--- src/rtl/ext_fifo_pkg.sv ---
package ext_fifo_pkg;

  typedef enum logic [1:0] {
    MS_IDLE  = 2'd0,
    MS_WRITE = 2'd1,
    MS_READ  = 2'd2,
    MS_WAIT  = 2'd3
  } mstate_e;

  // Next position on a ring of ring_words entries.
  function automatic int unsigned ring_next(int unsigned pos, int unsigned ring_words);
    return (pos + 1) % ring_words;
  endfunction

  // Memory word address of a ring position.
  function automatic int unsigned ring_addr(int unsigned base, int unsigned pos);
    return base + pos;
  endfunction

endpackage

--- src/rtl/stage_fifo.sv ---
module stage_fifo #(
  parameter int W     = 8,
  parameter int DEPTH = 4
) (
  input  logic         clk,
  input  logic         rst,
  input  logic         push,
  input  logic [W-1:0] din,
  input  logic         pop,
  output logic [W-1:0] head,
  output logic         full,
  output logic         empty
);
  localparam int AW = (DEPTH > 1) ? $clog2(DEPTH) : 1;

  logic [W-1:0]  store [DEPTH];
  logic [AW-1:0] wr_pos, rd_pos;
  logic [AW:0]   fill;
  logic          do_push, do_pop;

  assign full    = (fill == (AW+1)'(DEPTH));
  assign empty   = (fill == '0);
  assign do_push = push && !full;
  assign do_pop  = pop && !empty;
  assign head    = store[rd_pos];

  always_ff @(posedge clk) begin
    if (do_push) store[wr_pos] <= din;
  end

  always_ff @(posedge clk) begin
    if (rst) begin
      wr_pos <= '0;
      rd_pos <= '0;
      fill   <= '0;
    end else begin
      if (do_push) wr_pos <= AW'(ext_fifo_pkg::ring_next(int'(wr_pos), DEPTH));
      if (do_pop)  rd_pos <= AW'(ext_fifo_pkg::ring_next(int'(rd_pos), DEPTH));
      case ({do_push, do_pop})
        2'b10:   fill <= fill + 1'b1;
        2'b01:   fill <= fill - 1'b1;
        default: fill <= fill;
      endcase
    end
  end
endmodule

--- src/rtl/rr_arbiter.sv ---
module rr_arbiter (
  input  logic clk,
  input  logic rst,
  input  logic req_wr,
  input  logic req_rd,
  output logic gnt_wr,
  output logic gnt_rd
);
  logic last_wr;

  assign gnt_wr = req_wr && (!req_rd || !last_wr);
  assign gnt_rd = req_rd && (!req_wr || last_wr);

  always_ff @(posedge clk) begin
    if (rst)                   last_wr <= 1'b0;
    else if (gnt_wr || gnt_rd) last_wr <= gnt_wr;
  end
endmodule

--- src/rtl/ext_fifo_ctrl.sv ---
module ext_fifo_ctrl #(
  parameter int DATA_W      = 8,
  parameter int MEM_AW      = 8,
  parameter int RING_LOG2   = 4,
  parameter int RING_BASE   = 32,
  parameter int STAGE_DEPTH = 4
) (
  input  logic              clk,
  input  logic              rst,
  input  logic [DATA_W-1:0] in_data,
  input  logic              in_valid,
  output logic              in_ready,
  output logic [DATA_W-1:0] out_data,
  output logic              out_valid,
  input  logic              out_ready,
  output logic [MEM_AW-1:0] mem_address,
  output logic              mem_write,
  output logic              mem_read,
  output logic [DATA_W-1:0] mem_writedata,
  input  logic              mem_waitrequest,
  input  logic [DATA_W-1:0] mem_readdata,
  input  logic              mem_readdatavalid
);
  import ext_fifo_pkg::*;

  localparam int RING_WORDS = 1 << RING_LOG2;
  localparam int OCC_W      = RING_LOG2 + 1;

  mstate_e              state;
  logic [RING_LOG2-1:0] wptr, rptr;
  logic [OCC_W-1:0]     occ;

  logic [DATA_W-1:0] ibuf_head;
  logic              ibuf_full, ibuf_empty;
  logic              obuf_full, obuf_empty;

  // Named internal events, also observed by the checker.
  logic is_idle, wr_elig, rd_elig, arb_both;
  logic gnt_wr, gnt_rd, take_wr, take_rd;
  logic wr_done, rd_accept, rd_done, rd_waiting;

  assign is_idle    = (state == MS_IDLE);
  assign wr_elig    = !ibuf_empty && (occ != OCC_W'(RING_WORDS));
  assign rd_elig    = !obuf_full && (occ != '0);
  assign arb_both   = is_idle && wr_elig && rd_elig;
  assign take_wr    = is_idle && gnt_wr;
  assign take_rd    = is_idle && gnt_rd;
  assign wr_done    = (state == MS_WRITE) && !mem_waitrequest;
  assign rd_accept  = (state == MS_READ) && !mem_waitrequest;
  assign rd_waiting = (state == MS_WAIT);
  assign rd_done    = rd_waiting && mem_readdatavalid;

  stage_fifo #(.W(DATA_W), .DEPTH(STAGE_DEPTH)) in_stage_i (
    .clk(clk), .rst(rst),
    .push(in_valid), .din(in_data),
    .pop(wr_done), .head(ibuf_head),
    .full(ibuf_full), .empty(ibuf_empty)
  );

  stage_fifo #(.W(DATA_W), .DEPTH(STAGE_DEPTH)) out_stage_i (
    .clk(clk), .rst(rst),
    .push(rd_done), .din(mem_readdata),
    .pop(out_ready), .head(out_data),
    .full(obuf_full), .empty(obuf_empty)
  );

  rr_arbiter arb_i (
    .clk(clk), .rst(rst),
    .req_wr(is_idle && wr_elig), .req_rd(is_idle && rd_elig),
    .gnt_wr(gnt_wr), .gnt_rd(gnt_rd)
  );

  assign in_ready      = !ibuf_full;
  assign out_valid     = !obuf_empty;
  assign mem_write     = (state == MS_WRITE);
  assign mem_read      = (state == MS_READ);
  assign mem_writedata = ibuf_head;

  always_comb begin
    mem_address = '0;
    if (mem_write) mem_address = MEM_AW'(ring_addr(RING_BASE, int'(wptr)));
    if (mem_read)  mem_address = MEM_AW'(ring_addr(RING_BASE, int'(rptr)));
  end

  always_ff @(posedge clk) begin
    if (rst) begin
      state <= MS_IDLE;
      wptr  <= '0;
      rptr  <= '0;
      occ   <= '0;
    end else begin
      case (state)
        MS_IDLE:  if (take_wr) state <= MS_WRITE;
                  else if (take_rd) state <= MS_READ;
        MS_WRITE: if (wr_done) state <= MS_IDLE;
        MS_READ:  if (rd_accept) state <= MS_WAIT;
        MS_WAIT:  if (rd_done) state <= MS_IDLE;
        default:  state <= MS_IDLE;
      endcase
      if (wr_done) begin
        wptr <= RING_LOG2'(ring_next(int'(wptr), RING_WORDS));
        occ  <= occ + 1'b1;
      end
      if (rd_done) begin
        rptr <= RING_LOG2'(ring_next(int'(rptr), RING_WORDS));
        occ  <= occ - 1'b1;
      end
    end
  end
endmodule

--- config.mk ---
export PLATFORM = sky130hd
export DESIGN_NAME = ext_fifo_ctrl
export DESIGN_NICKNAME = d
export VERILOG_FILES = /design/src/rtl/ext_fifo_pkg.sv /design/src/rtl/stage_fifo.sv /design/src/rtl/rr_arbiter.sv /design/src/rtl/ext_fifo_ctrl.sv
export SDC_FILE = /design/constraint.sdc
export NUM_CORES = 1
export LEC_CHECK = 0
export BUFFER_PORTS_ARGS = -buffer_cell sky130_fd_sc_hd__buf_2
export CORE_MARGIN = 8
export CORE_UTILIZATION = 52
export DETAILED_ROUTE_END_ITERATION = 7
export MAX_ROUTING_LAYER = met4
export PLACE_DENSITY_LB_ADDON = 0.05
export SYNTH_ARGS = -nofsm -noshare
export SYNTH_HDL_FRONTEND = slang
export SYNTH_SLANG_ARGS = --single-unit
export TNS_END_PERCENT = 50
--- constraint.sdc ---
create_clock -name clk -period 2.3 [get_ports clk]
set_input_delay 0.345 -clock clk [delete_from_list [all_inputs] [get_ports clk]]
set_output_delay 0.345 -clock clk [all_outputs]
set_load 0.01 [all_outputs]
==> results list, run 1 <==
- Library cell with the highest instance count after synthesis: edfxtp_1
* Critical path class: reg2reg
* Ys async rst share: 0%
- Leakage: between 1.5 and 2 nW
- Setup slack on the worst reg-to-reg path comes out at ~0.13 ns.
- Path class of the lowest-slack min-delay path: in2reg
* Number of distinct standard cells referenced by the synthesized netlist: 38
- Top area cells in the synthesized netlist: edfxtp_1 (46%), dfxtp_1 (16%), mux4_2 (8.6%)
- Entering global routing, the biggest net connects 23 pins.
- Synthesized instance count: 306
- Highest Clock Rate: about 460 MHz
- Post-CTS timing repair inserted 0 buffers for setup.
- Number of placed instances, taps included: 455
* Startpoint of the worst-slack reg-to-reg timing path: state[1]$_SDFFE_PP0P_
- Setup repair after global routing missed its margin: false
* Mux cell area share after synthesis: around a tenth
- edfxtp_1 takes more of the synthesized area than any other cell.
- In this run the cell area measured after placement is approximately 4600 um^2.
* Sequential cell area fraction in the yosys report: 61.9%
- Sum Neg Setup Slack: 0 ns
* Die width: between 100 and 150 um
- Post-synth top cells: edfxtp_1 (64), dfxtp_1 (34), nor2_1 (29)
- Counting flops and latches in the post-synthesis netlist gives just under 100.
* Design area: about 4800 um^2
* Row count: 32
- The synthesized design contains 64 enable-type register cells.
* Detail-routed via count per cell: 5.10
- The synthesized netlist devotes about 4.4% of its cell area to compound gates.
- The die covers between 10,000 and 15,000 um^2.
* Pwr Total: around 0.0037 W
* FF-to-FF End: in_stage_i.fill[2]$_SDFFE_PP0P_
- In this run the worst path has a maximum fanout of 4.
- Core area: slightly below 8000 um^2
- Max Slew Vio Count: 0
- Compared with the post-synthesis result, the final layout area differs by 13.9%.
- Global-route total usage across every layer: between 10% and 20%
* Post-synthesis instance area: between 4000 and 5000 um^2
* Result of the run: finished clean
- In this run the remaining antenna-violating nets after routing total 0.
* Fraction of synthesized cell area taken by the top area cell type: between 40% and 50%
* Non-Filler Instances: ~470
- Relative slew slack: roughly 63%
* I/O pin cnt: 50
- Launch instance of the worst min-delay path: mem_readdata[4]
- Buffers from clock root to sink, at most: 2
- Count of fill cells added during filler insertion: roughly 630
- The worst path in the final design needs a cycle of about 2.2 ns, including I/O delays and setup.
- CTS clock-pin slew for the worst setup and hold paths: 0.10 ns
- Slew at the pin closest to its max-slew limit: between 0.5 and 0.6 ns
* Simple-gate area share of the yosys netlist: a little under a tenth
* End point of the most critical hold path: out_stage_i.store[0][4]$_DFFE_PP_
* Number of gates resized after cts: 0
* Number of cells traversed by the worst register-to-register path: 10
- Buffers on Ports: 46
* Post-Synth XOR/XNOR Area: about 4.0%
- The total overflow left after global routing is 0.
* Worst-case hold slack: 0.199 ns
- Before antenna repair, the detailed router went through 4 iterations.
- For this design, the CTS-stage hold fixing added 0 buffers.
- Reported max-cap violation count: 0
- Iter 0 DRT Violations: 104
- Number of buffers created by CTS: 9
* Endpoints failing setup: 0
- Across the VDD grid, the largest voltage drop is around 440 uV.
- Average size of a mapped cell: around 14 um^2
- Vias in the first global route: around 2,500
- Combinational family with the most area after synthesis: multiplexers
- TritonCTS built the clock tree.
- Weighted congestion at the end of routability-driven global placement: roughly 0.76
- The number of endpoints with negative hold slack in the final report came to 0.
- Data arrival time of the critical path: approximately 2.5 ns
- The most used flip-flop cell after synthesis is edfxtp_1.
- Dividing total power by cell area gives a power density of ~780 nW/um^2.
- Final setup skew: about 0.0096 ns
* Initial standard-cell utilization of the core: between 50% and 60%
- Vert. Die Dim: ~110 um
- Initial antenna violation count: 0
- Area taken by multi-input logic gates: 1480 um^2
- Diode insertion count for antenna repair: 0
- Insertion delay of the later-clocked pin in the worst-skew pair: ~0.35 ns
- The tree built by TritonCTS fans out to 98 sinks.
- Footprint of the flip-flops and latches: between 2000 and 3000 um^2
* H-tree lvl count: 3
- Summed over all nets, the half-perimeter wirelength after detailed placement is approximately 5200 um.
- After the last flow step, the layout net total stands at between 400 and 500.
- Vias after detailed routing: roughly 2,400
- Clock root buffer master: clkbuf_8
- STA classifies the critical path startpoint as a flop.
- Drt wl/cell: between 15 and 20 um
* Fraction of layout cells with a size suffix above 1: 26.3%
* Yosys Warn Count: 0
- Post-detailed-routing wire length: 7120 um
- Sort of element at the end of the critical path: flop
- Part of the cycle the worst path needs: between 90% and 100%
- Along the worst hold path, the cell count comes to 1.
- Of the total synthesized cell area, the portion taken by full adders, half adders and majority gates is between 7 and 8%.
- Data on the critical path is required at its endpoint by 2.59 ns.
- After detailed routing, the number of remaining DRC violations is 0.
* Wire length of the first global-routing pass: ~12,000 um
-- stage by stage --
stage / worst slack [ns] / util (%)
finish: 0.126 / 61.7
global placement: 0.240 / 59.2
floorplan: -0.0410 / -
CTS: 0.0873 / 61.6
detailed placement: 0.123 / 59.2
global route: 0.00691 / 61.7
-- cell type report --
class	instances	share of cell area, %
Clock buffer	9	2.59
Clock inverter	7	1.28
Inverter	20	1.57
Multi-Input combinational cell	177	30.9
Sequential cell	98	54.3
Tap cell	102	2.66
Timing Repair Buffer	58	6.69
-- layout by cell type, fill, tap and decap left out, drive strengths merged --
cell / netlist / final
and3: 9 / 9
a21oi: 13 / 13
clkinv: 0 / 5
mux2: 1 / 1
nor4: 1 / 1
and2: 2 / 2
mux2i: 3 / 3
or4: 1 / 1
o21a: 1 / 1
buf: 7 / 58
edfxtp: 64 / 64
a211oi: 3 / 3
conb: 1 / 3
nor2b: 3 / 3
o2111ai: 1 / 1
nand2: 23 / 23
nor3: 2 / 2
or3b: 1 / 1
nor3b: 1 / 1
ha: 20 / 20
or3: 4 / 4
o311ai: 1 / 1
nand3: 5 / 5
mux4: 16 / 16
inv: 20 / 22
nand4: 2 / 2
xnor2: 9 / 9
nand2b: 1 / 1
nor2: 29 / 29
a21o: 2 / 2
fa: 3 / 3
clkbuf: 6 / 9
o21ai: 7 / 7
dfxtp: 34 / 34
xor2: 10 / 10
-- power by group --
part	total (W)	internal (W)	switching, W
combinational	0.000668	0.000307	0.000361
sequential	0.00203	0.00197	0.0000662
clock	0.00102	0.000412	0.000611
-- how the worst max path moves through the flow --
stage,from,end,slack (ns),depth (start not counted)
6_report,state[1]$_SDFFE_PP0P_,in_stage_i.fill[2]$_SDFFE_PP0P_,0.13,10
5_1_grt,state[1]$_SDFFE_PP0P_,out_stage_i.fill[2]$_SDFFE_PP0P_,0.007,10
4_1_cts,state[1]$_SDFFE_PP0P_,in_stage_i.fill[2]$_SDFFE_PP0P_,0.09,10
3_5_place_dp,state[1]$_SDFFE_PP0P_,in_stage_i.fill[2]$_SDFFE_PP0P_,0.12,10
3_3_place_gp,state[0]$_SDFFE_PP0P_,out_stage_i.fill[2]$_SDFFE_PP0P_,0.24,10
2_1_floorplan,state[1]$_SDFFE_PP0P_,in_stage_i.fill[2]$_SDFFE_PP0P_,-0.04,10
-- routing by layer --
metal	up-vias	GRT usage, %	wire length, um
met3	10	2.96	302
met5	-	-	0
met1	1143	16.7	3380
met4	0	5.43	115
met2	47	21.0	3320
li1	1202	-	-
-- logic make-up (layout without fill, tap and decap cells) --
group                    Yosys count  after routing
flip-flops                        98             98
AND/OR/NAND/NOR                   84             84
buffers and inverters             33             94
AO/OA/AOI/OAI                     28             28
adder cells (fa/ha/maj)           23             23
multiplexers                      20             20
XOR/XNOR                          19             19
other                              1              3
-- critical path, stage by stage, from the launching register on --
cell      delay, ns
dfxtp_1        0.35
inv_1          0.12
ha_1           0.18
nand2b_1       0.09
nor2_2         0.14
ha_1           0.20
inv_1          0.06
fa_1           0.38
xor2_1         0.16
or3_1          0.30
a21oi_1        0.14
-- flip-flops by register name (all words and copies together) (netlist names), named ones only --
register,count
occ,5
in_stage_i.rd_pos,2
in_stage_i.fill,3
rptr,4
out_stage_i.rd_pos,2
in_stage_i.wr_pos,2
in_stage_i.store,32
out_stage_i.fill,3
out_stage_i.wr_pos,2
out_stage_i.store,32
wptr,4
arb_i.last_wr,1
state,2
(Power assumes the default switching activity.)
==> run 2, diff against run 1 <==
--- a/config.mk
+++ b/config.mk
@@ -5,6 +5,7 @@
 export SDC_FILE = /design/constraint.sdc
 export NUM_CORES = 1
 export LEC_CHECK = 0
+export ABC_AREA = 1
 export BUFFER_PORTS_ARGS = -buffer_cell sky130_fd_sc_hd__buf_2
 export CORE_MARGIN = 8
 export CORE_UTILIZATION = 52
==> results list, run 2 <==
- Ys async rst share: 0% (unchanged)
* Cell at the slowest stage of the critical path: fa_1
- The critical path is of the reg2reg type.
* Post-detailed-routing wire length: 7660 um (+7.6%)
- The area occupied by multi-input gates was 1410 um^2 (-4.9%).
- Weighted congestion at the end of routability-driven global placement: 0.785 (+3.6%)
- The effective utilization at floorplan is 52.6% (-1.6 points).
- Crit path required time: 2.55 ns (-0.04 ns)
* Setup repair after global routing missed its margin: false
- The final hold slack is 0.193 ns (-0.00593 ns).
- The placeable core area came to 8050 um^2 (+3.7%).
- Row count: 33 (+3.1%)
* Share of the core filled with cells in the final layout: 60.1% (-1.6 points)
- Post-synthesis instance area: 4230 um^2 (+0.65%)
* Fraction of layout cells with a size suffix above 1: 18.3% (-8.0 points)
- The average wire per cell in the routed design is 13.3 um (-12%).
- The final-layout setup total negative slack is 0 ns (unchanged).
* H-tree lvl count: 3 (unchanged)
- The buffers plus inverters on the worst setup path was 2 (unchanged).
- Pwr Total: 0.00379 W (+1.8%)
- Part of the cycle the worst path needs: 91.5% (-3.0 points)
* I/O pin cnt: 50 (unchanged)
* Diode insertion count for antenna repair: 0 (unchanged)
* Iteration count of the initial detailed-routing pass: 4 (unchanged)
- The number of design-rule violations left by the first detailed-router iteration was 107 (+2.9%).
- Hold violation count in the final report: 0 (unchanged)
- The most used flip-flop cell after synthesis is edfxtp_1.
* Total congestion overflow after global routing: 0 (unchanged)
- Data arrival time of the critical path: 2.35 ns (-0.11 ns)
- The total power per unit cell area is 784 nW/um^2 (+0.81%).
* Highest-count cells in the layout ignoring fill and taps: nor2_1 (66), edfxtp_1 (64), o21ai_0 (57), buf_2 (46), inv_1 (44)
- Half-perimeter wire length of the detailed placement result: 5310 um (+2.1%)
- The via density per instance is 4.99 (-2.1%).
- After synthesis, the cell types taking the most area are edfxtp_1 (45%), dfxtp_1 (16%), o21ai_0 (6.7%).
- Global-route total usage across every layer: 14.5% (+1.1 points)
- Summed over all instances, the cell type with the most area after synthesis is edfxtp_1.
- The clock sink count came to 98 (unchanged).
- Endpoints failing setup: 0 (unchanged)
- The worst setup path is launched from a flop.
- The worst voltage drop across the vdd grid came to 421 uV (-3.4%).
- Max Slew Vio Count: 0 (unchanged)
* Buffers from clock root to sink, at most: 2 (unchanged)
- The number of antenna violations at the first check in global routing is 0 (unchanged).
* Number of gates resized after cts: 0 (unchanged)
- The worst clock skew came to 0.0107 ns (+0.00110 ns).
- Cell area reported after detailed placement: 4650 um^2 (+1.1%)
- Highest Clock Rate: 475 MHz (+3.3%)
- Cell-by-cell listing of the critical path: inv_1 > ha_1 > nand2_2 > a31oi_4 > ha_1 > inv_1 > fa_1 > a21oi_1 > o21ai_0 > o21ai_0 > a21oi_1
- The area share of the largest cell type after synthesis came to 45.4% (-0.30 points).
- Number of buffers created by CTS: 9 (unchanged)
- The clock period minus worst slack came to 2.10 ns (-0.0691 ns).
* Vert. Die Dim: 106 um (+0.28%)
- Post-synth top cells: nor2_1 (66), edfxtp_1 (64), o21ai_0 (57)
- In this run the worst hold path is classified as in2reg.
- Count of nets left with antenna violations after detail routing: 0 (unchanged)
- The unique cell type count in the Yosys netlist is 30 (-21%).
- Leaving out fill and tap cells, the most frequent cell in the layout is nor2_1.
- The number of buffers added on ports was 46 (unchanged).
- The longest individual stage delay on the worst path was 0.37 ns (about the same).
- The register clock-pin slew on the reported worst setup and hold paths came to 0.10 ns (about the same).
- The layout filler cell count is 698 (+10%).
* Sort of element at the end of the critical path: flop
- The sequential cell area in the final layout came to 2600 um^2 (unchanged).
* Die area: 11,300 um^2 (+0.56%)
- The sequential cell area fraction in the yosys report came to 61.5% (-0.40 points).
* Worst path top cell family by delay: adder cells
- Growth of design area from synthesis to finish: 14.3%
* Reported max-cap violation count: 0 (unchanged)
- Insertion delay of the later-clocked pin in the worst-skew pair: 0.36 ns (about the same)
- Synthesized instance count: 401 (+31%)
* Largest registers: in_stage_i.store (32), out_stage_i.store (32), occ (5)
- Top fanout value on the critical path: 5 (+1)
* Maximum number of pins on one net before global-route repair: 19 (-17%)
* Library cell with the highest instance count after synthesis: nor2_1
* Vias in the first global route: 2,806 (+13%)
* Result of the run: finished clean
* Leakage: 1.90 nW (+4.4%)
* Wire length of the first global-routing pass: 12,800 um (+9.5%)
- The die span in x came to 106 um (+0.28%).
- The flip-flop and latch count after synthesis is 98 (unchanged).
* CTS tree: yes
- Number of enable flip-flop cells after synthesis: 64 (unchanged)
- Yosys Warn Count: 0 (unchanged)
- The total via count in the routed design came to 2,871 (+20%).
* Average size of a mapped cell: 10.6 um^2 (-23%)
- The tree is rooted in a clkbuf_8.
- The summed area of non-filler cells in the final layout was 4840 um^2 (+0.97%).
* # nets final: 510 (+25%)
- The hold buffer count at CTS was 0 (unchanged).
* Detailed-route DRC error count: 0 (unchanged)
run 2: cell count changes in the layout (fill, tap and decap cells not counted), moves of 4 or more:
cell | before | now
mux4_2 | 16 | 0
xor2_1 | 10 | 2
nand3_1 | 5 | 13
o22ai_1 | 0 | 16
o21ai_0 | 7 | 57
nor2_1 | 28 | 66
xnor2_1 | 9 | 1
and3_1 | 9 | 0
or3_1 | 4 | 0
inv_1 | 20 | 44
a21oi_1 | 13 | 28
run 2: routing by layer:
layer	GRT usage, %	wire length, um
met1	17.3	3480
met4	4.22	81
met3	4.05	408
met2	23.6	3690
met5	-	0
run 2: final timing paths:
path / start / slack [ns] / endpoint / cells after the start
setup reg to reg: state[1]$_SDFFE_PP0P_ / 0.20 / in_stage_i.fill[2]$_SDFFE_PP0P_ / 11
hold / removal: mem_readdata[6] / 0.19 / out_stage_i.store[0][6]$_DFFE_PP_ / 1
hold reg to reg: out_stage_i.rd_pos[1]$_SDFFE_PP0P_ / 0.48 / flop / 2
setup / recovery: state[1]$_SDFFE_PP0P_ / 0.20 / in_stage_i.fill[2]$_SDFFE_PP0P_ / 11
run 2: kinds of logic (layout without fill, tap and decap cells):
| kind of cell | Yosys count | count (layout) | share of synthesized area, % |
|---|---|---|---|
| AO/OA/AOI/OAI | 109 | 109 | 14.2 |
| XOR/XNOR | 3 | 3 | 0.621 |
| adder cells (fa/ha/maj) | 23 | 23 | 7.33 |
| buffers and inverters | 56 | 123 | 5.44 |
| flip-flops | 98 | 98 | 61.5 |
| other | 1 | 3 | 0.0886 |
| AND/OR/NAND/NOR | 111 | 111 | 10.8 |
run 2: area by class of cell:
type                            instances  area share, %
Tap cell                              105           2.72
Timing Repair Buffer                   60           6.93
Inverter                               47           3.70
Sequential cell                        98           53.8
Multi-Input combinational cell        249           29.1
Clock inverter                          6           1.11
Clock buffer                           10           2.64
run 2: report_power, final:
| part | total, W | switching, W | internal (W) |
|---|---|---|---|
| logic | 0.000725 | 0.000455 | 0.000270 |
| registers | 0.00203 | 0.0000558 | 0.00198 |
| clock network | 0.00103 | 0.000618 | 0.000415 |
| total | 0.00379 | 0.00113 | 0.00266 |
run 2: timing repair:
action,4_1_cts,5_1_grt
buffers inserted,0,1
setup endpoints to repair,0,1
hold endpoints to repair,0,0
run 2: stage by stage:
step	instances	worst slack, ns
detailed placement	558	0.142
floorplan	403	0.133
finish	575	0.195
CTS	574	0.131
global placement	558	0.188
global route	575	0.00765
==> run 3, diff against run 2 <==
--- a/config.mk
+++ b/config.mk
@@ -12,6 +12,7 @@
 export DETAILED_ROUTE_END_ITERATION = 7
 export MAX_ROUTING_LAYER = met4
 export PLACE_DENSITY_LB_ADDON = 0.05
+export SETUP_SLACK_MARGIN = 0.5
 export SYNTH_ARGS = -nofsm -noshare
 export SYNTH_HDL_FRONTEND = slang
 export SYNTH_SLANG_ARGS = --single-unit
==> results list, run 3 (synthesis gave the netlist of run 2 again) <==
* Highest Clock Rate: 542 MHz (+14%)
* Reported max-cap violation count: 0 (unchanged)
- The total via count in the routed design is 2,996 (+4.4%).
- The leakage component of the power came to 2.03 nW (+7.0%).
- The biggest fanout along the worst timing path is 3 (-2).
- Relative slew slack: roughly 57%
- Post-detailed-routing wire length: 8220 um (+7.3%)
- Minimum setup slack among reg-to-reg paths: 0.46 ns (+0.26 ns)
- The setup path with the least slack is of type reg2reg.
- The number of design-rule violations left by the first detailed-router iteration came to 110 (+2.8%).
* Launch instance of the worst min-delay path: mem_readdata[4]
* Highest ir drop seen on vdd: 569 uV (+35%)
- Detailed-route DRC error count: 0 (unchanged)
- Setup repair after global routing missed its margin: true
- Die area: 11,300 um^2 (unchanged)
- STA classifies the critical path startpoint as a flop.
- The number of buffers added on ports was 46 (unchanged).
- The count of nets left with antenna violations after detail routing came to 0 (unchanged).
- The worst setup path is captured at a flop.
- The number of endpoints with negative hold slack in the final report came to 0 (unchanged).
* Largest registers: in_stage_i.store (32), out_stage_i.store (32), occ (5)
- Global-route total usage across every layer: 15.1% (+0.60 points)
- The total power per unit cell area is 784 nW/um^2 (about the same).
- Endpoints failing setup: 0 (unchanged)
- Buffers from clock root to sink, at most: 2 (unchanged)
* # nets final: 526 (+3.1%)
* WHS Path Cells: 1 (unchanged)
- The weighted congestion reported at the end of routability-driven placement was 0.786 (+0.18%).
* Fraction of layout cells with a size suffix above 1: 27.6% (+9.3 points)
* Source of the critical timing path: state[1]$_SDFFE_PP0P_
- Part of the cycle the worst path needs: 80.2% (-11 points)
- The worst reg-to-reg path cell count is 11 (unchanged).
- Growth of design area from synthesis to finish: 21.9%
* Clock root buffer master: clkbuf_8
- The fraction of the core area covered by cells at the end of the flow is 64.1% (+4.0 points).
- Row count: 33 (unchanged)
- The pre-CTS setup slack was 0.293 ns (+0.152 ns).
* Diode insertion count for antenna repair: 0 (unchanged)
- The placeable core area is 8050 um^2 (unchanged).
- Post-route worst setup slack: 0.456 ns (+0.261 ns)
- The clock sink count is 98 (unchanged).
- H-tree lvl count: 3 (unchanged)
- The number of global-route vias before repair came to 2,866 (+2.1%).
- End point of the most critical hold path: out_stage_i.store[3][4]$_DFFE_PP_
- Number of buffers created by CTS: 9 (unchanged)
- The global-route congestion overflow total came to 0 (unchanged).
* Wire length of the first global-routing pass: 13,400 um (+4.7%)
- Data arrival time of the critical path: 2.09 ns (-0.26 ns)
- Hold bufs inserted after CTS: 0 (unchanged)
* Max Slew Vio Count: 0 (unchanged)
* Minimum period implied by the final worst setup slack: 1.84 ns (-0.261 ns)
- The worst register-to-register path begins at state[1]$_SDFFE_PP0P_.
* Vert. Die Dim: 106 um (unchanged)
- Insertion delay of the later-clocked pin in the worst-skew pair: 0.35 ns (about the same)
- Result of the run: finished clean
- The via density per instance was 5.07 (+1.5%).
* Initial antenna violation count: 0 (unchanged)
- Crit path required time: 2.55 ns (about the same)
* CTS clock-pin slew for the worst setup and hold paths: 0.10 ns (about the same)
- The boundary pin count is 50 (unchanged).
- TritonCTS built the clock tree.
- Highest-count cells in the layout ignoring fill and taps: nor2_1 (64), edfxtp_1 (64), o21ai_0 (46), buf_2 (46), inv_1 (34)
- Half-perimeter wire length of the detailed placement result: 5370 um (+1.1%)
- Slew at the pin closest to its max-slew limit: 0.643 ns
- The final-layout setup total negative slack came to 0 ns (unchanged).
* Maximum number of pins on one net before global-route repair: 24 (+5)
- The worst clock skew is 0.00868 ns (-0.00203 ns).
- The number of search-and-repair iterations in the first detailed-routing pass is 4 (unchanged).
- Drt wl/cell: 13.9 um (+4.4%)
- Initial standard-cell utilization of the core: 52.6% (unchanged)
* Die width: 106 um (unchanged)
* FF-to-FF End: in_stage_i.fill[2]$_SDFFE_PP0P_
* Path class of the lowest-slack min-delay path: in2reg
==> run 3: cell types whose count changed in the layout (fill, tap and decap cells not counted), moves of 6 or more <==
| cell | previous run | this run |
|---|---|---|
| inv_1 | 44 | 34 |
| o21ai_0 | 57 | 46 |
| buf_4 | 14 | 26 |
| o21ai_1 | 2 | 8 |
| inv_2 | 2 | 8 |
==> run 3: layout make-up <==
| class | count | area [um^2] |
|---|---|---|
| flip-flops and latches | 98 | 2620 |
| multi-input cells | 249 | 1530 |
| repair inverters | 1 | 7.51 |
| repair buffers | 75 | 477 |
| inverters | 47 | 196 |
| clock buffers | 10 | 128 |
| fillers | 649 | 2890 |
| well taps | 105 | 131 |
| clock inverters | 6 | 72.6 |
==> run 3: metal layers <==
layer	vias up	global-route usage, %	wire (um)
met5	-	-	0
met4	0	5.83	110
met3	11	2.96	309
met2	49	24.6	3980
met1	1397	18.2	3820
li1	1539	-	-
==> run 3: power breakdown <==
part	switching, W	internal [W]	leakage [nW]	total (W)
Clock	0.000598	0.000519	0.103	0.00112
Combinational	0.000511	0.000358	1.07	0.000868
Sequential	0.0000752	0.00198	0.861	0.00206
Total	0.00118	0.00286	2.03	0.00404
==> run 3: worst max-delay path by stage <==
stage                                        to  slack, ns  cells past startpoint
6_report        in_stage_i.fill[2]$_SDFFE_PP0P_       0.46                     11
2_1_floorplan   in_stage_i.fill[2]$_SDFFE_PP0P_       0.43                     11
3_5_place_dp   out_stage_i.fill[2]$_SDFFE_PP0P_       0.29                     11
3_3_place_gp   out_stage_i.fill[2]$_SDFFE_PP0P_       0.36                     11
5_1_grt         in_stage_i.fill[2]$_SDFFE_PP0P_       0.37                     11
4_1_cts         in_stage_i.fill[2]$_SDFFE_PP0P_       0.47                     11
==> run 3: stage by stage <==
| step | cells | total power (W) | hold slack, ns | cell area [um^2] |
|---|---|---|---|---|
| after floorplan | 403 | 0.00260 | 0.417 | 4280 |
| after global placement | 556 | 0.00281 | 0.452 | 4670 |
| after detailed placement | 556 | 0.00283 | 0.462 | 4670 |
| after CTS | 580 | 0.00402 | 0.183 | 4990 |
| after global routing | 591 | 0.00426 | 0.187 | 5160 |
| final | 591 | 0.00404 | 0.195 | 5160 |
==> run 3: worst max-delay path: stages, from the launching register on <==
cell and delay, ns:
dfxtp_4 0.37, inv_4 0.06, ha_4 0.15, nand2_4 0.06
a31oi_4 0.15, ha_2 0.19, inv_2 0.04, fa_2 0.34
a21oi_2 0.11, o21ai_1 0.08, o21ai_1 0.12, a21oi_1 0.05
==> run 3: timing repair <==
action | CTS | global route
setup buffers | 7 | 11
setup endpoints to repair | 25 | 21
pin swaps | 3 | 8
gates cloned | 1 | 0
resized for setup | 25 | 24
